--- src/rtl/flag_alu_pkg.sv ---
package flag_alu_pkg;

    typedef enum logic [3:0] {
        OP_AND  = 4'd0,
        OP_XOR  = 4'd1,
        OP_SHL  = 4'd2,
        OP_SHR  = 4'd3,
        OP_SAR  = 4'd4,
        OP_ADC  = 4'd5,
        OP_SBC  = 4'd6,
        OP_ROR  = 4'd7,
        OP_TST  = 4'd8,
        OP_NEG  = 4'd9,
        OP_CMP  = 4'd10,
        OP_CMN  = 4'd11,
        OP_ORR  = 4'd12,
        OP_MUL  = 4'd13,
        OP_BIC  = 4'd14,
        OP_NOTB = 4'd15
    } alu_op_e;

    typedef struct packed {
        logic n;
        logic z;
        logic c;
        logic v;
    } flags_t;

    typedef enum logic [1:0] {
        SH_LEFT  = 2'd0,
        SH_RIGHT = 2'd1,
        SH_ARITH = 2'd2,
        SH_ROT   = 2'd3
    } shift_kind_e;

    typedef enum logic [1:0] {
        FC_LOGIC = 2'd0,
        FC_SHIFT = 2'd1,
        FC_ARITH = 2'd2,
        FC_MUL   = 2'd3
    } flag_class_e;

    function automatic logic op_writes(alu_op_e op);
        return !(op == OP_TST || op == OP_CMP || op == OP_CMN);
    endfunction

    function automatic flag_class_e op_class(alu_op_e op);
        case (op)
            OP_SHL, OP_SHR, OP_SAR, OP_ROR:         return FC_SHIFT;
            OP_ADC, OP_SBC, OP_NEG, OP_CMP, OP_CMN: return FC_ARITH;
            OP_MUL:                                 return FC_MUL;
            default:                                return FC_LOGIC;
        endcase
    endfunction

    function automatic shift_kind_e op_shift(alu_op_e op);
        case (op)
            OP_SHL:  return SH_LEFT;
            OP_SHR:  return SH_RIGHT;
            OP_SAR:  return SH_ARITH;
            default: return SH_ROT;
        endcase
    endfunction

endpackage

--- src/rtl/flag_alu_adder.sv ---
module flag_alu_adder #(
    parameter int W = 32
) (
    input  logic [W-1:0] x,
    input  logic [W-1:0] y,
    input  logic         cin,
    output logic [W-1:0] sum,
    output logic         cout,
    output logic         ovf
);
    logic [W:0] full;

    always_comb begin
        full = {1'b0, x} + {1'b0, y} + {{W{1'b0}}, cin};
        sum  = full[W-1:0];
        cout = full[W];
        // signed overflow: same-sign inputs, different-sign sum
        ovf  = (x[W-1] == y[W-1]) && (sum[W-1] != x[W-1]);
    end
endmodule

--- src/rtl/flag_alu_shifter.sv ---
module flag_alu_shifter
    import flag_alu_pkg::*;
#(
    parameter int W  = 32,
    parameter int AW = 8
) (
    input  shift_kind_e   kind,
    input  logic [W-1:0]  val,
    input  logic [AW-1:0] amt,
    input  logic          cin,
    output logic [W-1:0]  res,
    output logic          cout
);
    localparam int SW = $clog2(W);

    logic [W:0]      ext_l;
    logic [W:0]      ext_r;
    logic [W:0]      ext_a;
    logic [2*W-1:0]  rot;
    logic [AW-1:0]   amt_sat;
    logic [SW-1:0]   rot_amt;

    always_comb begin
        amt_sat = (amt > AW'(W)) ? AW'(W) : amt;
        rot_amt = amt[SW-1:0];
        // one spare bit catches the last bit shifted out
        ext_l   = {1'b0, val} << amt;
        ext_r   = {val, 1'b0} >> amt;
        ext_a   = $unsigned($signed({val, 1'b0}) >>> amt_sat);
        rot     = {val, val} >> rot_amt;

        res  = val;
        cout = cin;
        if (amt != '0) begin
            case (kind)
                SH_LEFT: begin
                    res  = ext_l[W-1:0];
                    cout = ext_l[W];
                end
                SH_RIGHT: begin
                    res  = ext_r[W:1];
                    cout = ext_r[0];
                end
                SH_ARITH: begin
                    res  = ext_a[W:1];
                    cout = ext_a[0];
                end
                default: begin
                    res  = rot[W-1:0];
                    cout = rot[W-1];
                end
            endcase
        end
    end
endmodule

--- src/rtl/flag_alu_logic.sv ---
module flag_alu_logic
    import flag_alu_pkg::*;
#(
    parameter int W = 32
) (
    input  alu_op_e      op,
    input  logic [W-1:0] a,
    input  logic [W-1:0] b,
    output logic [W-1:0] res
);
    always_comb begin
        case (op)
            OP_XOR:  res = a ^ b;
            OP_ORR:  res = a | b;
            OP_BIC:  res = a & ~b;
            OP_NOTB: res = ~b;
            default: res = a & b;
        endcase
    end
endmodule

--- src/rtl/flag_alu.sv ---
module flag_alu
    import flag_alu_pkg::*;
#(
    parameter int W       = 32,
    parameter int AW      = 8,
    parameter bit REG_OUT = 1'b1
) (
    input  logic         clk,
    input  logic         rst,
    input  logic [3:0]   op_code,
    input  logic [W-1:0] opnd_a,
    input  logic [W-1:0] opnd_b,
    input  logic [3:0]   flags_in,
    output logic [W-1:0] res_out,
    output logic         res_we,
    output logic [3:0]   flags_out
);
    alu_op_e     op;
    flags_t      fin;
    flag_class_e fclass;

    assign op     = alu_op_e'(op_code);
    assign fin    = flags_t'(flags_in);
    assign fclass = op_class(op);

    // adder operand steering: subtraction is A + ~B + carry-in
    logic [W-1:0] add_x;
    logic [W-1:0] add_y;
    logic         add_cin;
    logic [W-1:0] add_sum;
    logic         add_cout;
    logic         add_ovf;

    always_comb begin
        add_x   = opnd_a;
        add_y   = opnd_b;
        add_cin = 1'b0;
        case (op)
            OP_ADC: add_cin = fin.c;
            OP_SBC: begin add_y = ~opnd_b; add_cin = fin.c; end
            OP_NEG: begin add_x = '0; add_y = ~opnd_b; add_cin = 1'b1; end
            OP_CMP: begin add_y = ~opnd_b; add_cin = 1'b1; end
            default: ;
        endcase
    end

    flag_alu_adder #(.W(W)) u_add (
        .x    (add_x),
        .y    (add_y),
        .cin  (add_cin),
        .sum  (add_sum),
        .cout (add_cout),
        .ovf  (add_ovf)
    );

    logic [W-1:0] sh_res;
    logic         sh_cout;

    flag_alu_shifter #(.W(W), .AW(AW)) u_sh (
        .kind (op_shift(op)),
        .val  (opnd_a),
        .amt  (opnd_b[AW-1:0]),
        .cin  (fin.c),
        .res  (sh_res),
        .cout (sh_cout)
    );

    logic [W-1:0] lg_res;

    flag_alu_logic #(.W(W)) u_lg (
        .op  (op),
        .a   (opnd_a),
        .b   (opnd_b),
        .res (lg_res)
    );

    logic [W-1:0] mul_res;
    assign mul_res = opnd_a * opnd_b;

    logic [W-1:0] nx_res;
    logic         nx_we;
    flags_t       nx_flags;

    always_comb begin
        nx_flags = fin;
        case (fclass)
            FC_SHIFT: begin
                nx_res     = sh_res;
                nx_flags.c = sh_cout;
            end
            FC_ARITH: begin
                nx_res     = add_sum;
                nx_flags.c = add_cout;
                nx_flags.v = add_ovf;
            end
            FC_MUL:   nx_res = mul_res;
            default:  nx_res = lg_res;
        endcase
        nx_flags.n = nx_res[W-1];
        nx_flags.z = (nx_res == '0);
        nx_we      = op_writes(op);
    end

    generate
        if (REG_OUT) begin : g_reg
            always_ff @(posedge clk) begin
                if (rst) begin
                    res_out   <= '0;
                    res_we    <= 1'b0;
                    flags_out <= '0;
                end else begin
                    res_out   <= nx_res;
                    res_we    <= nx_we;
                    flags_out <= nx_flags;
                end
            end
        end else begin : g_comb
            assign res_out   = nx_res;
            assign res_we    = nx_we;
            assign flags_out = nx_flags;
        end
    endgenerate
endmodule

--- config.mk ---
export PLATFORM = sky130hd
export DESIGN_NAME = flag_alu
export DESIGN_NICKNAME = d
export VERILOG_FILES = /design/src/rtl/flag_alu_pkg.sv /design/src/rtl/flag_alu_adder.sv /design/src/rtl/flag_alu_shifter.sv /design/src/rtl/flag_alu_logic.sv /design/src/rtl/flag_alu.sv
export SDC_FILE = /design/constraint.sdc
export NUM_CORES = 2
export LEC_CHECK = 0
export CAP_MARGIN = 20
export CORE_MARGIN = 3
export CORE_UTILIZATION = 45
export CTS_BUF_LIST = sky130_fd_sc_hd__clkbuf_16
export CTS_CLUSTER_DIAMETER = 200
export DETAILED_ROUTE_END_ITERATION = 8
export SYNTH_ARGS = -nofsm -noshare
export SYNTH_HDL_FRONTEND = slang
export SYNTH_SLANG_ARGS = --single-unit
--- constraint.sdc ---
create_clock -name clk -period 12.8 [get_ports clk]
set_clock_uncertainty 0.05 [all_clocks]
set_input_delay 1.92 -clock clk [delete_from_list [all_inputs] [get_ports clk]]
set_output_delay 1.92 -clock clk [all_outputs]
set_load 0.02 [all_outputs]
======== Word level (Yosys, flattened, before mapping) ========
Memory sizes are Yosys's and may differ from the RTL's.
Index checks and enable logic that the tools add are counted.
word-level totals
  bits in registers ....................... 37
  bits in read-only memories .............. 32
  output and inout bits ................... 37
  memories kept ........................... 1
cells by class
  add/subtract/negate cells ............... 2
  $mul .................................... 1
  $lt $le $gt $ge ......................... 1
  equality and inequality tests ........... 20
  shifts and indexed selects .............. 4
  muxes and demuxes ....................... 13
  bitwise gates (word level) .............. 5
  reduce and logical (&&, ||, !) cells .... 10
memory list
  name             words  width  rd ports  clocked after Yosys merged registers in  write ports  RTL line            source
  (no name shown)  16     2      1         0                                        0            flag_alu_pkg.sv:48  case (op)
operator list
  kind                                                 number
  case mux 32 bit (3 select lines)                     2
  case mux 32 bit (4 select lines)                     1
  2-to-1 mux 32 bit                                    3
  AND 32 bit                                           2
  right shift 64 x 5 -> 32 bit                         1
  adder 32 x 32 -> 33 bit                              1
  adder 33 x 1 -> 33 bit                               1
  left shift 32 x 8 -> 33 bit                          1
  right shift 33 x 8 -> 33 bit                         1
  >>> shifter 33 x 8 -> 33 bit                         1
  zero test 32 bit                                     1
  multiplier 32 x 32 -> 32 bit                         1
  inverter 32 bit                                      1
  OR 32 bit                                            1
  XOR 32 bit                                           1
  equality test 4 bit, second input constant           7
  equality test 4 x 3 -> 1 bit, second input constant  3
  equality test 4 x 2 -> 1 bit, second input constant  2
  > comparator 8 x 6 -> 1 bit, second input constant   1
  2-to-1 mux 8 bit                                     1
  nonzero test 8 bit                                   1
  equality test 2 bit, second input constant           3
  case mux 2 bit (3 select lines)                      1
  equality test 2 x 1 -> 1 bit, second input constant  2
  12 further kinds                                     16

======== Longest topological paths before layout ========
  depth in word-level cells ............... 8
  mapped depth ............................ 35
  gate-level depth less buffers ........... 28

======== Hierarchy ========
A second synthesis with hierarchy kept.
second synthesis, totals
  cell total of the unflattened synthesis .. 3,766
  area total of the unflattened synthesis .. 29,671.0 um2
modules (own cells, without submodules)
  module            times used  cells an instance  area each (um2)  seq. area each (um2)
  flag_alu          1           2,108              18,453.9         720.7
  flag_alu_shifter  1           1,077              7,238.2          0.0
  flag_alu_logic    1           343                2,234.6          0.0
  flag_alu_adder    1           238                1,744.2          0.0

======== Worst setup path after synthesis ========
OpenSTA, ideal clock, no wires.
  kind .................................... input -> register
  start point ............................. in opnd_b[2]
  end point ............................... reg flags_out[2]
  setup time .............................. 0.117 ns
  arrival time ............................ 10.397 ns
  data required time ...................... 12.633 ns
  slack ................................... 2.236 ns
  stages on the path ...................... 31
  path through ............................ buf_4 inv_2 clkbuf_1 buf_1 clkbuf_1 clkbuf_1 buf_1 nor2_1 fa_1 inv_1 fa_1 fa_1 fa_1 inv_1 fa_1 ha_1 fa_1 fa_1 ha_1 and3_1 and2_1 a31oi_1 o211ai_1 a2111oi_0 o31ai_1 a41oi_1 a21oi_1 xnor2_1 nand2_1 a41oi_1 and4bb_1
between the ends
  longest elaborated chain between the ends .. 7
  elaborated cells between the ends (all ways) .. 21
  classes of those cells .................. 2 x add/sub; 1 x mul; 1 x order compare; 4 x shift; 6 x mux; 5 x bitwise; 2 x reduce/logical
RTL lines
  what                                                                             RTL line         source
  start, declared                                                                  flag_alu.sv:12   input logic [W-1:0] opnd_b,
  parallel branches: the longest is 5 deep, another holds adder 32 x 32 -> 33 bit  --
  case mux 32 bit (3 select lines) (*)                                             flag_alu.sv:86   case (fclass)
  zero test 32 bit (*)                                                             flag_alu.sv:100  nx_flags.z = (nx_res == '0);
  end signal, assigned                                                             flag_alu.sv:114  flags_out <= nx_flags;
  end, declared                                                                    flag_alu.sv:16   output logic [3:0] flags_out
Mark *: on every way between the ends.
A chain may end at the register's enable or synchronous reset.

======== Worst setup path in the final report ========
  start point ............................. in opnd_b[9]
  end point ............................... reg flags_out[2]
between the ends
  longest elaborated chain between the ends .. 6
  elaborated cells between the ends (all ways) .. 12
  classes of those cells .................. 2 x add/sub; 1 x mul; 3 x mux; 5 x bitwise; 1 x reduce/logical
RTL lines
  what                                  RTL line              source
  inverter 32 bit                       --
  2-to-1 mux 32 bit                     --
  adder 32 x 32 -> 33 bit               flag_alu_adder.sv:14  full = {1'b0, x} + {1'b0, y} + {{W{1'b0}}, cin};
  adder 33 x 1 -> 33 bit                flag_alu_adder.sv:14
  case mux 32 bit (3 select lines) (*)  flag_alu.sv:86
  zero test 32 bit (*)                  flag_alu.sv:100
Mark *: on every way between the ends. The rest lies on a longest branch, timed or not.

==> summary.md <==
| Metric | Value |
|---|---|
| CP Max Fanout | `17` |
| Aggregate global-route resource usage | `47.5%` |
| Pins Over Slew Limit | `0` |
| Count leader, synth | `nor2_1` |
| Hold_buf cts | `0` |
| Number of remaining DRC errors | `0` |
| PortBufs | `108` |
| CP required | `12.91 ns` |
| Htree depth | `2` |
| Min Tclk post-route | `11.51 ns` |
| Final Hold Fails | `0` |
| Pin count of the biggest net entering global routing | `67` |
| Synth Flop Type | `dfxtp_1` |
| Final hold slack | `2.25 ns` |
| Mean routed wirelength per cell | `35.8 µm` |
| First-pass GRT wire length | `237 mm` |
| Vias/cell | `6.85` |
| Num rows | `93` |
| Netlist cell types | `91` |
| Setup CP Type | `in2reg` |
| Setup TNS | `0 ns` |
| Die area | `69100 µm²` |
| Area growth syn-to-layout | `7.39%` |
| # fillers | `6545` |
| Final net count | `4531` |
| Setup crit end kind | `register` |
| Clock transition at path regs | `0.05 ns` |
| Placer congestion estimate | `1.11` |
| RSZ-0062 raised after global routing | `no` |
| Synth async-reset ratio | `0%` |
| Via count | `32200` |
| I/O pin count | `111` |
| Initial Utilization | `45.7%` |
| Number of synthesized register bits | `36` |
| Detailed placement HPWL | `129 mm` |
| First DRT Iteration DRCs | `4636` |
| Worst-margin pin slew | `1.14 ns` |
| Setup WS post-layout | `1.29 ns` |
| Post-synth EDFFs | `0` |
| Commonest cells in the netlist | `nor2_1, inv_1, nand2_1` |
| Area of the multi-input gates | `26000 µm²` |
| Fmax | `0.0869 GHz` |
| TritonRoute pass-1 iters | `6` |
| CTS Root Cell | `clkbuf_16` |
| Non-Filler Instances | `4700` |
| Final period util | `89.9%` |
| Syn avg cell area | `7.63 µm²` |
| Max-slew headroom | `22.0%` |
| Num CTS Buffers | `5` |
| Status | `finished, final reports clean` |
| Slowest stage delay, CP | `1.18 ns` |
| Synth area leader | `fa_1` |
| DRT Wirelength | `168 mm` |
| Arrival @ worst endpoint | `11.62 ns` |
| Placed insts | `4684` |
| Grt ovf | `0` |
| Vias in the first global route | `31400` |
| Layout cells sized above 1 | `8.03%` |
| Core Footprint | `64900 µm²` |
| Sequential element share of the synthesized area | `2.43%` |
| Startpoint Class | `primary input` |
| CTS tree | `done` |
| Die height | `263 µm` |
| Synth area leaders | `fa_1, ha_1, nor2_1, inv_1, nand2_1` |
| Most frequent cell on the critical path | `fa_1` |
| Mapped Area | `29700 µm²` |
| Pre-CTS WS | `1.45 ns` |
| CTS Buffer Depth | `2` |
| Cells after Synth | `3890` |
| Hold crit path type | `in2reg` |
| Synth warn | `0` |
| MaxCap Viol Count | `0` |
| Setup Buffers After CTS | `0` |
| Antenna violations before repair | `14` |
| Synthesized Nets | `4585` |
| ANT nets after route | `0` |
| Die width | `263 µm` |
| # setup viols final | `0` |
| CTS Sinks | `36` |
| Register area | `721 µm²` |
| Number of gates resized after CTS | `0` |
| Top-area cell type share of the netlist area | `27.6%` |
| CP max stage cell | `clkdlybuf4s50_1` |
final cells by class:
| class | count | share of cell area, % |
|---|---|---|
| Inverter | 469 | 5.52 |
| Antenna cell | 8 | 0.0628 |
| Timing Repair Buffer | 251 | 6.87 |
| Tap cell | 855 | 3.35 |
| Multi-Input combinational cell | 3073 | 81.4 |
| Sequential cell | 36 | 2.26 |
| Clock inverter | 3 | 0.122 |
| Clock buffer | 5 | 0.392 |
final timing paths:
check	start	slack, ns	to	cells past startpoint
worst max-delay path	opnd_b[9]	1.29	flags_out[2]	27
worst min-delay path	flags_in[1]	2.25	flags_out[1]	3
sequential cells by signal, summed over array words and instances, names as in the netlist:
signal,flops
res_we,1
flags_out,3
res_out,32
per-stage QoR:
stage	utilization [%]	cell area, µm²
6_report	49.1	31900
5_1_grt	49.1	31900
4_1_cts	49.1	31900
3_5_place_dp	48.8	31700
3_3_place_gp	48.8	31700
2_1_floorplan	-	29700
kinds of logic after synthesis:
kind of cell,after synthesis,share of synthesized area (%)
AO/OA/AOI/OAI,860,19.2
XOR/XNOR,139,4.10
adder cells (fa/ha/maj),621,36.5
buffers and inverters,781,10.3
flip-flops,36,2.43
multiplexers,207,9.15
AND/OR/NAND/NOR,1246,18.4
cell usage in the layout (no fill, tap or decap), types with 35 or more instances in the layout:
master           netlist  routed
a21oi_1              225     225
nor2_1               497     496
mux2_2                53      53
nand2_1              439     439
o211ai_1              53      53
mux4_2                46      46
nor2b_1               36      35
dfxtp_1               36      36
a31oi_1               47      47
inv_1                441     441
buf_4                  7     143
nor3_1                64      64
mux2i_1              105     105
ha_1                 211     210
clkdlybuf4s50_1        0     102
o21ai_0              172     170
fa_1                 410     410
xnor2_1              116     116
nand3_1               47      47
layer usage:
| layer | global-route usage, % | vias up | part of all wire (%) |
|---|---|---|---|
| met5 | 0 | - | 0.031 |
| met3 | 16.1 | 716 | 14 |
| met1 | 58.8 | 15900 | 36 |
| met4 | 34.1 | 8 | 9.5 |
| met2 | 68.9 | 2544 | 41 |
| li1 | - | 13100 | - |
critical path: cells and delay by family:
family / cells / cell delay (ns)
compound gates: 7 / 1.99
xor+xnor: 1 / 0.57
fa+ha+maj: 9 / 3.79
buf+inv: 5 / 2.24
simple gates: 5 / 1.10
Power is left out: the tool's default activity adds up to more than one toggle a clock period on the data nets, which glitch-free logic cannot reach.
